==> src/rtl/sertx_pkg.sv <==
package sertx_pkg;

  localparam int OVS = 16;

  typedef enum logic [2:0] {
    ST_IDLE,
    ST_START,
    ST_DATA,
    ST_PAR,
    ST_STOP
  } tx_state_e;

  typedef struct packed {
    logic [1:0] len;
    logic       two_stop;
    logic       par_en;
    logic       par_even;
  } line_cfg_t;

  function automatic int data_bits(input logic [1:0] code);
    return 5 + int'(code);
  endfunction

  function automatic int stop_ticks(input logic [1:0] code, input logic two);
    if (!two) return OVS;
    if (code == 2'b00) return OVS + OVS / 2;
    return 2 * OVS;
  endfunction

  function automatic logic par_bit(input logic [7:0] d, input logic [1:0] code,
                                   input logic even);
    logic [7:0] mask;
    mask = 8'hFF >> (3 - int'(code));
    return even ? ^(d & mask) : ~^(d & mask);
  endfunction

endpackage

==> src/rtl/sertx_baud.sv <==
module sertx_baud #(
  parameter int DIV_W = 16
) (
  input  logic             clk,
  input  logic             rst_n,
  input  logic [DIV_W-1:0] divisor,
  output logic             tick
);
  logic [DIV_W-1:0] cnt;
  logic [DIV_W-1:0] prev_div;
  logic [DIV_W-1:0] div_eff;
  logic             div_chg;

  assign div_eff = (divisor == '0) ? DIV_W'(1) : divisor;
  assign div_chg = (divisor != prev_div);
  assign tick    = !div_chg && (cnt == div_eff - DIV_W'(1));

  always_ff @(posedge clk or negedge rst_n) begin
    if (!rst_n) begin
      cnt      <= '0;
      prev_div <= '0;
    end else begin
      prev_div <= divisor;
      if (div_chg || tick) cnt <= '0;
      else                 cnt <= cnt + DIV_W'(1);
    end
  end
endmodule

==> src/rtl/sertx_hold.sv <==
module sertx_hold #(
  parameter int DW = 8
) (
  input  logic          clk,
  input  logic          rst_n,
  input  logic          wr_en,
  input  logic [DW-1:0] wr_data,
  input  logic          take,
  output logic          full,
  output logic [DW-1:0] data
);
  always_ff @(posedge clk or negedge rst_n) begin
    if (!rst_n) begin
      full <= 1'b0;
      data <= '0;
    end else if (take) begin
      full <= 1'b0;
    end else if (wr_en && !full) begin
      full <= 1'b1;
      data <= wr_data;
    end
  end
endmodule

==> src/rtl/sertx_shift.sv <==
module sertx_shift
  import sertx_pkg::*;
#(
  parameter int DW = 8
) (
  input  logic          clk,
  input  logic          rst_n,
  input  logic          tick,
  input  logic          load,
  input  logic [DW-1:0] load_data,
  input  line_cfg_t     cfg,
  output logic          busy,
  output logic          line_bit
);
  localparam int SUB_W = $clog2(2 * OVS);
  localparam int IDX_W = $clog2(DW);

  tx_state_e        state;
  logic [SUB_W-1:0] sub;
  logic [SUB_W-1:0] last_sub;
  logic [IDX_W-1:0] idx;
  logic [DW-1:0]    sh;
  line_cfg_t        cfg_q;
  logic             par_q;
  logic             phase_end;
  logic             last_data;

  assign busy     = (state != ST_IDLE);
  assign last_sub = (state == ST_STOP) ? SUB_W'(stop_ticks(cfg_q.len, cfg_q.two_stop) - 1)
                                       : SUB_W'(OVS - 1);
  assign phase_end = tick && (sub == last_sub);
  assign last_data = (idx == IDX_W'(data_bits(cfg_q.len) - 1));

  always_comb begin
    case (state)
      ST_START: line_bit = 1'b0;
      ST_DATA:  line_bit = sh[0];
      ST_PAR:   line_bit = par_q;
      default:  line_bit = 1'b1;
    endcase
  end

  always_ff @(posedge clk or negedge rst_n) begin
    if (!rst_n) begin
      state <= ST_IDLE;
      sub   <= '0;
      idx   <= '0;
      sh    <= '0;
      cfg_q <= '0;
      par_q <= 1'b0;
    end else if (load && state == ST_IDLE) begin
      state <= ST_START;
      sub   <= '0;
      idx   <= '0;
      sh    <= load_data;
      cfg_q <= cfg;
      par_q <= par_bit(load_data, cfg.len, cfg.par_even);
    end else if (busy && tick) begin
      if (!phase_end) begin
        sub <= sub + SUB_W'(1);
      end else begin
        sub <= '0;
        case (state)
          ST_START: state <= ST_DATA;
          ST_DATA: begin
            sh <= sh >> 1;
            if (last_data) begin
              idx   <= '0;
              state <= cfg_q.par_en ? ST_PAR : ST_STOP;
            end else begin
              idx <= idx + IDX_W'(1);
            end
          end
          ST_PAR:  state <= ST_STOP;
          default: state <= ST_IDLE;
        endcase
      end
    end
  end
endmodule

==> src/rtl/sertx_top.sv <==
module sertx_top
  import sertx_pkg::*;
#(
  parameter int DIV_W = 16,
  parameter int DW    = 8
) (
  input  logic             clk,
  input  logic             rst_n,
  input  logic [DIV_W-1:0] divisor,
  input  logic [1:0]       char_len,
  input  logic             two_stop,
  input  logic             parity_en,
  input  logic             parity_even,
  input  logic             force_break,
  input  logic             wr_en,
  input  logic [DW-1:0]    wr_data,
  output logic             tx_out,
  output logic             hold_empty,
  output logic             shift_empty
);
  logic          baud_tick;
  logic          hold_full;
  logic [DW-1:0] hold_data;
  logic          shift_busy;
  logic          load_evt;
  logic          line_bit;
  line_cfg_t     cfg;

  assign cfg      = '{len: char_len, two_stop: two_stop, par_en: parity_en,
                      par_even: parity_even};
  assign load_evt = hold_full && !shift_busy;

  sertx_baud #(.DIV_W(DIV_W)) u_baud (
    .clk(clk), .rst_n(rst_n), .divisor(divisor), .tick(baud_tick)
  );

  sertx_hold #(.DW(DW)) u_hold (
    .clk(clk), .rst_n(rst_n), .wr_en(wr_en), .wr_data(wr_data),
    .take(load_evt), .full(hold_full), .data(hold_data)
  );

  sertx_shift #(.DW(DW)) u_shift (
    .clk(clk), .rst_n(rst_n), .tick(baud_tick), .load(load_evt),
    .load_data(hold_data), .cfg(cfg), .busy(shift_busy), .line_bit(line_bit)
  );

  assign tx_out      = force_break ? 1'b0 : line_bit;
  assign hold_empty  = !hold_full;
  assign shift_empty = !hold_full && !shift_busy;
endmodule

==> config.mk <==
export PLATFORM = sky130hd
export DESIGN_NAME = sertx_top
export DESIGN_NICKNAME = d
export VERILOG_FILES = /design/src/rtl/sertx_pkg.sv /design/src/rtl/sertx_baud.sv /design/src/rtl/sertx_hold.sv /design/src/rtl/sertx_shift.sv /design/src/rtl/sertx_top.sv
export SDC_FILE = /design/constraint.sdc
export NUM_CORES = 1
export LEC_CHECK = 0
export ABC_AREA = 0
export BUFFER_PORTS_ARGS = -buffer_cell sky130_fd_sc_hd__buf_2
export CORE_UTILIZATION = 25
export CTS_BUF_LIST = sky130_fd_sc_hd__clkbuf_4 sky130_fd_sc_hd__clkbuf_8 sky130_fd_sc_hd__clkbuf_16
export DETAILED_ROUTE_END_ITERATION = 12
export SLEW_MARGIN = 40
export SYNTH_ARGS = -nofsm -noshare
export SYNTH_HDL_FRONTEND = slang
export SYNTH_HIERARCHICAL = 1
export SYNTH_SLANG_ARGS = --single-unit
==> constraint.sdc <==
create_clock -name clk -period 4.18 [get_ports clk]
set_clock_uncertainty 0.1 [all_clocks]
set_input_delay 0.418 -clock clk [delete_from_list [all_inputs] [get_ports clk]]
set_output_delay 0.418 -clock clk [all_outputs]
set_load 0.01 [all_outputs]
[After elaboration in Yosys (flattened, before gate mapping)]
Cells that the tools add are included.
Word-level totals
  bits in registers: 65
  logic and storage cells: 88
Cells by class
  multiplexer cells: 32
  eq/ne operators: 9
  shifts and indexed selects: 1
  reductions and logical operators: 24
  add/sub/neg operators: 8
  bitwise operators: 2
Operators with widths (count)
  5-bit two-way mux: 8
  16-bit two-way mux: 2
  8-bit two-way mux: 4
  8-bit by 32-bit >> shifter with 8-bit output, first input constant: 1
  3-bit two-way mux: 10
  16-bit by 1-bit adder with 16-bit output, second input constant: 1
  16-bit equality test: 1
  16-bit zero test: 1
  16-bit inequality test: 1
  16-bit by 1-bit subtractor with 16-bit output, second input constant: 1
  3-bit one-hot mux with 3 select lines: 1
  8-bit AND: 1
  2-bit nonzero test: 4
  8-bit XNOR reduction: 1
  8-bit XOR reduction: 1
  1-bit logical AND: 7
  3-bit by 2-bit equality test with 1-bit output, second input constant: 2
  1-bit two-way mux: 6
  3-bit AND reduction: 2
  5-bit by 1-bit adder with 5-bit output, second input constant: 1
  5-bit equality test: 1
  5-bit by 2-bit subtractor with 5-bit output, second input constant: 1
  3-bit by 1-bit adder with 3-bit output, second input constant: 1
  3-bit by 2-bit adder with 3-bit output, first input constant: 1
  other kinds (14): 16

[Logic depth before layout (Yosys ltp)]
Gate-level depths: netlist of the first run.
  depth after elaboration: 12
  gate-level depth with buffers: 17

[Cells and area by module]
Netlist of the first run, hierarchy kept.
Modules (own cells, without submodules)
  sertx_baud: cells an instance 218, area an instance 2059.5 um2, times used 1
  sertx_shift: cells an instance 148, area an instance 1446.4 um2, times used 1
  sertx_hold: cells an instance 20, area an instance 341.6 um2, times used 1
  sertx_top: cells an instance 4, area an instance 22.5 um2, times used 1

[Least setup slack after synthesis of the first run]
OpenSTA, ideal clock, no wires.
  kind: input to register
  from: in divisor[13]
  to: reg u_shift.sh[0]
  slack: 0.064 ns
  stages: 17
  arrival time: 3.869 ns
  setup time: 0.147 ns
  data required time: 3.933 ns
  path buffers: 2
  cell sequence: clkbuf_1 > nor4_1 > and4_1 > nor2_1 > ha_1 > nor3b_1 > and3_1 > nor3_1 > a211o_1 > a211oi_2 > and3_1 > nand3_1 > o31ai_2 > a31o_4 > and2_1 > buf_4 > a31oi_1
Between the ends
  cells in the longest elaborated chain, start to end: 8
  elaborated cells on any way between the ends: 12
  those cells by class: 1 x add/sub; 2 x eq/ne; 1 x mux; 8 x reduce/logical
Ends and longest elaborated chain
  start: declaration: RTL line sertx_top.sv:9  | input logic [DIV_W-1:0] divisor,
  16-bit zero test: RTL line sertx_baud.sv:14  | assign div_eff = (divisor == '0) ? DIV_W'(1) : divisor;
  16-bit two-way mux: RTL line sertx_baud.sv:14
  16-bit by 1-bit subtractor with 16-bit output: RTL line sertx_baud.sv:16  | assign tick = !div_chg && (cnt == div_eff - DIV_W'(1));
  16-bit equality test: RTL line sertx_baud.sv:16
  1-bit logical AND *: RTL line sertx_baud.sv:16
  net baud_tick: RTL line sertx_top.sv:21  | logic baud_tick;
  1-bit logical AND (on tied branches): RTL line sertx_shift.sv:31, sertx_shift.sv:58
  2-bit nonzero test (no line)
  3-bit AND reduction (no line) *
  end signal: assignment: RTL line sertx_shift.sv:55  | sh <= load_data;
  end signal: assignment: RTL line sertx_shift.sv:66  | sh <= sh >> 1;
  end: declaration: RTL line sertx_shift.sv:22  | logic [DW-1:0] sh;
Mark *: on every way through the listed nets, which the timed path passes. The rest lies on a longest branch.
A chain may end at the register's enable or synchronous reset.

[Final worst setup path of the first run]
  from: in divisor[0]
  to: reg u_shift.sh[3]
The elaborated chain is that of the path after synthesis.

==> out/metrics.yaml, run 1 <==
crit_fanout: 9
die_h_um: 126
synthFlopType: "dfrtp_1"
peakVddDrop_mv: 0.218
startpoint_type: "primary input"
synth_area_leaders: "dfrtp_1, xnor2_1, nand2_1"
grt_antenna_before_repair: 0
synth_edf_count: 0
r2r-start: "u_baud/cnt[14]"
syn_avg_cell_area_um2: 9.92
root_buffer: "clkbuf_16"
netlist_instances: 390
grt_max_degree: 48
clk_path_buf_depth: 2
clk_pin_slew_ps: 50
status: "complete, no violations"
worst_setup_path_end_kind: "flip-flop"
diodes: 0
netlist_area_um2: 3870
grt_pass1_vias: 3122
gp_congestion: 0.828
track_usage_pct: 11.8
period_minus_slack_ps: 3720
io_buffers: 35
finalHoldViolCount: 0
post-route-util_pct: 30.4
nets: 472
min-delay-start: "divisor[10]"
wl_per_cell_um: 14.0
rows: 45
p_sw_share_pct: 23.2
yosysWarnings: 6
post_dp_cell_area_um2: 4290
yosysSeqAreaShare_pct: 42.0
grt_first_pass_wirelength_um: 14900
final_area_um2: 4600
critPathArrivalTime_ps: 3800
dr.pass1.iters: 4
fmax_ghz: 0.269
drive_above_1_share_pct: 22.0
cts_buffers: 9
leakage_nw: 1.95
whs_ps: 173
maxSlewHeadroom_pct: 58.7
crit_path_start: "divisor[0]"
p_clk_share_pct: 48.3
tightest_slew_ps: 617
cellPowerDensity_nw_per_um2: 336
dp.cells: 611
via_per_inst: 4.85
grt.overflow.total: 0
insertion_delay_ps: 340
cts_setup_buffers: 0
period_share_pct: 89.1
drt_wl_total_um: 8770
die_area_um2: 16000
cp.required_ps: 4250
synth_async_sr_flop_share_pct: 100
num_vias: 3044
drtAntennaViolNets: 0
synth_nets: 427
rsz0062_at_grt: "false"
drc_errors: 0
dr.first_iter.drc_count: 168
ioPinCount: 36
cap_viol_max_count: 0
dieWidth_um: 126
yosysTopAreaCell: "dfrtp_1"
setup_viol: 0
p_switching_w: 0.000358
start_util_pct: 25.6
area_delta_synth_final_pct: 18.9
htree_levels: 3
power_frac_comb_pct: 9.0
cts_tree: "done"
crit_type: "in2reg"
synthDistinctLibCells: 65
synth-seq-cells: 65
core_um2: 15100
internal_power_w: 0.00119
min_path_type: "in2reg"
power_w: 0.00154
layout.cells.non_filler: 628
hpwl_um: 6450
drv_slew: 0
p_seq_share_pct: 42.6
numClockSinks: 65
yosysTopAreaCellShare_pct: 42.0
kinds of logic after synthesis:
kind of cell | after synthesis | synth area share (%)
AND/OR/NAND/NOR | 144 | 21.9
AO/OA/AOI/OAI | 72 | 12.2
flip-flops | 65 | 42.0
XOR/XNOR | 56 | 12.7
buffers and inverters | 29 | 4.33
multiplexers | 20 | 5.56
adder cells (fa/ha/maj) | 4 | 1.29
per-layer routing:
metal  GRT usage [%]  share of wire, %  wire length [um]
met1            13.8                46              4000
met2            20.4                49              4310
met3            4.30               4.4               383
met4            3.12              0.91                80
met5               0                 0                 0
power groups by stage:
stage	combinational (W)	sequential, W	clock [W]
after floorplan	0.0000840	0.000667	0
after global placement	0.000136	0.000669	0
after detailed placement	0.000141	0.000670	0
after CTS	0.000142	0.000659	0.000770
after global routing	0.000155	0.000660	0.000801
final	0.000139	0.000659	0.000747
synth_stat cells (all sizes together), types with 3 or more instances:
cell	instances
o31ai	4
inv	9
mux2	9
clkbuf	8
nor3b	4
dfrtp	65
and3	6
a21oi	30
nor4	11
mux2i	11
xor2	11
buf	12
nand2	47
nor2	18
a31oi	7
nand2b	3
nand4	11
or4b	3
a211oi	4
ha	4
nor3	8
nand3	13
o21ai	11
xnor2	45
a21o	3
nor2b	3
or3	3
worst max-delay path, stage by stage:
cell	delay [ps]
buf_2	150
nor4_1	390
and4_1	280
nor2_1	50
ha_1	220
xnor2_1	140
xnor2_1	130
a2111oi_1	340
nand4_1	190
nor4_4	180
and3_1	240
nand3_1	110
o31ai_2	260
a31o_4	190
and2_1	350
a31oi_1	160
cells in the final DEF (no fill, tap or decap), types with 11 or more instances in the layout:
cell / netlist / layout
xor2_1: 11 / 11
nand4_1: 11 / 11
xnor2_1: 45 / 45
buf_4: 2 / 18
nand3_1: 13 / 13
nand2_1: 46 / 46
a21oi_1: 30 / 30
nor2_1: 18 / 18
mux2i_1: 11 / 11
buf_2: 4 / 35
dfrtp_1: 65 / 65
registers in the layout (all words and copies together), names as in the netlist:
register	count
u_shift/cfg_q	4
u_hold/data	8
u_shift/par_q	1
u_baud/prev_div	16
u_shift/sh	8
u_shift/state	3
u_hold/full	1
u_shift/sub	5
u_baud/cnt	16
u_shift/idx	3
final timing paths:
kind / endpoint / slack [ps] / cells after the start
max reg2reg: u_shift/sh[3] / 970 / 11
max: u_shift/sh[3] / 460 / 16
min reg2reg: u_shift/cfg_q[1] / 400 / 2
max in group asynchronous: u_shift/cfg_q[4] / 2550 / 3
min: u_baud/prev_div[10] / 170 / 1
min in group asynchronous: u_baud/prev_div[3] / 460 / 2
what timing repair did:
action | in CTS | in global routing
endpoints found under the hold margin | 18 | 0
resized for setup | 0 | 1
endpoints found under the setup margin | 0 | 1
hold buffers | 1 | 0
area by class of cell:
cell class                      instances  area (um2)
Sequential cell                        65        1630
Clock buffer                           10         239
Timing Repair Buffer                   54         320
Inverter                                9        33.8
Multi-Input combinational cell        296        2090
Tap cell                              188         235
Fill cell                            1571       10500
Clock inverter                          6        57.6
stage by stage:
step                      TNS [ps]  setup WS, ps
final                            0           457
after global routing             0          87.0
after CTS                        0           260
after detailed placement      -575         -95.5
after global placement           0          24.9
after floorplan                  0          64.0
Power figures use the tool's default switching activity.
==> run 2, diff against run 1 <==
--- a/config.mk
+++ b/config.mk
@@ -11,4 +11,5 @@
 export CTS_BUF_LIST = sky130_fd_sc_hd__clkbuf_4 sky130_fd_sc_hd__clkbuf_8 sky130_fd_sc_hd__clkbuf_16
 export DETAILED_ROUTE_END_ITERATION = 12
+export REMOVE_ABC_BUFFERS = 1
 export SLEW_MARGIN = 40
 export SYNTH_ARGS = -nofsm -noshare
==> constraint.sdc (replaced) <==
create_clock -name clk -period 4.18 [get_ports clk]
set_clock_uncertainty 0.1 [all_clocks]
set_input_delay 0.627 -clock clk [delete_from_list [all_inputs] [get_ports clk]]
set_output_delay 0.627 -clock clk [all_outputs]
set_load 0.01 [all_outputs]
==> out/metrics.yaml, run 2 (synthesis gave the netlist of run 1 again) <==
status: "complete, no violations"
fmax_ghz: 0.258  # -3.8%
top_regs: "u_baud/cnt x16, u_baud/prev_div x16"
worst_setup_path_end_kind: "flip-flop"
critPathArrivalTime_ps: 3980  # +180 ps
cts_tree: "done"
period_share_pct: 92.6  # +3.6 points
num_vias: 3047  # +0.099%
wl_per_cell_um: 13.5  # -3.6%
drc_errors: 0  # unchanged
grt_antenna_before_repair: 0  # unchanged
min_path_type: "in2async"
rrSetupSlack_ps: 1200  # +230 ps
drtAntennaViolNets: 0  # unchanged
crit_fanout: 6  # -3
ioPinCount: 36  # unchanged
via_per_inst: 4.77  # -1.6%
rsz0062_at_grt: "false"
tightest_slew_ps: 667  # +50.7 ps
detailedPlace.worstSlack_ps: -118  # -22.8 ps
grt_max_degree: 52  # +8.3%
reg2reg_depth: 11  # unchanged
cellPowerDensity_nw_per_um2: 346  # +3.0%
grt.overflow.total: 0  # unchanged
diodes: 0  # unchanged
numClockSinks: 65  # unchanged
leakage_nw: 2.01  # +3.5%
startpoint_type: "primary input"
clk_pin_slew_ps: 60  # about the same
track_usage_pct: 11.4  # -0.40 points
cts_buffers: 9  # unchanged
dr.pass1.iters: 4  # unchanged
r2r_end: "u_shift/idx[0]"
crit_path_start: "divisor[12]"
area_delta_synth_final_pct: 21.9
io_buffers: 35  # unchanged
crit_type: "in2reg"
dieWidth_um: 126  # unchanged
finalHoldViolCount: 0  # unchanged
grt_pass1_vias: 3087  # -1.1%
dr.first_iter.drc_count: 105  # -38%
r2r-start: "u_baud/cnt[15]"
cts_setup_buffers: 0  # unchanged
maxSlewHeadroom_pct: 55.5  # -3.2 points
insertion_delay_ps: 330  # about the same
drv_slew: 0  # unchanged
period_minus_slack_ps: 3870  # +149 ps
drt_wl_total_um: 8600  # -1.9%
core_um2: 15100  # unchanged
final_common_cell: "dfrtp_1"
setup_viol: 0  # unchanged
final_cell_mix: "dfrtp_1, nand2_1, xnor2_1, buf_2, buf_4"
peakVddDrop_mv: 0.179  # -18%
die_area_um2: 16000  # unchanged
gp_congestion: 0.824  # -0.49%
drive_above_1_share_pct: 24.4  # +2.3 points
hpwl_um: 6270  # -2.9%
cap_viol_max_count: 0  # unchanged
root_buffer: "clkbuf_16"
cp.required_ps: 4290  # +40 ps
die_h_um: 126  # unchanged
clk_path_buf_depth: 2  # unchanged
htree_levels: 3  # unchanged
rows: 45  # unchanged
timing.final.ws_setup_ps: 308  # -149 ps
start_util_pct: 25.6  # unchanged
grt_first_pass_wirelength_um: 14700  # -1.5%
whs_ps: 212  # +39.1 ps
nets: 483  # +2.3%
run 2: report_power, final:
part           switching (W)  internal (W)  leakage (nW)
Combinational      0.0000727     0.0000731          1.04
Clock               0.000286      0.000540         0.159
Sequential         0.0000123      0.000646         0.812
run 2: area by class of cell:
cell class	instances	area (um2)
fill	1540	10400
multi-input combinational	296	2090
sequential	65	1630
timing repair buffer	65	403
clock buffer	10	239
tap	188	235
clock inverter	6	90.1
inverter	9	33.8
run 2: layer usage:
metal / share of wire [%] / global-route usage (%)
met5: 0 / 0
met4: 2.0 / 3.90
met3: 4.5 / 2.78
met2: 48 / 20.0
met1: 45 / 13.7
run 2: how the worst max path moves through the flow:
stage,to,slack [ps],depth (start not counted)
final,u_shift/idx[0],310,17
after global routing,u_shift/state[1],30,18
after CTS,u_shift/sh[6],210,17
after detailed placement,u_shift/sh[6],-120,17
after global placement,u_shift/sh[4],20,16
after floorplan,u_shift/sh[0],-250,14
run 2: per-stage QoR:
step                      std cells  utilization, %  setup TNS, ps  total power (W)  cell area (um2)
after global placement          623            28.9              0         0.000813             4380
after detailed placement        623            28.9           -721         0.000818             4380
after CTS                       639            31.1              0          0.00165             4710
final                           639            31.1              0          0.00163             4720
after global routing            639            31.1              0          0.00169             4720
after floorplan                 370               -          -3000         0.000743             3740
run 2: timing repair:
action	4_1_cts	5_1_grt
setup endpoints to repair	0	12
resized for setup	0	2
hold buffers	0	0
run 2: worst max-delay path: stages:
cell and delay, ps:
buf_2 100, nor4_1 340, buf_4 190, and4_1 220
nor2_1 50, ha_1 210, xnor2_1 150, xnor2_1 130
a2111oi_0 370, nand4_1 210, nor4_4 180, and3_1 250
buf_4 160, a21o_2 150, and2_0 220, nand2_4 100
mux2_4 310
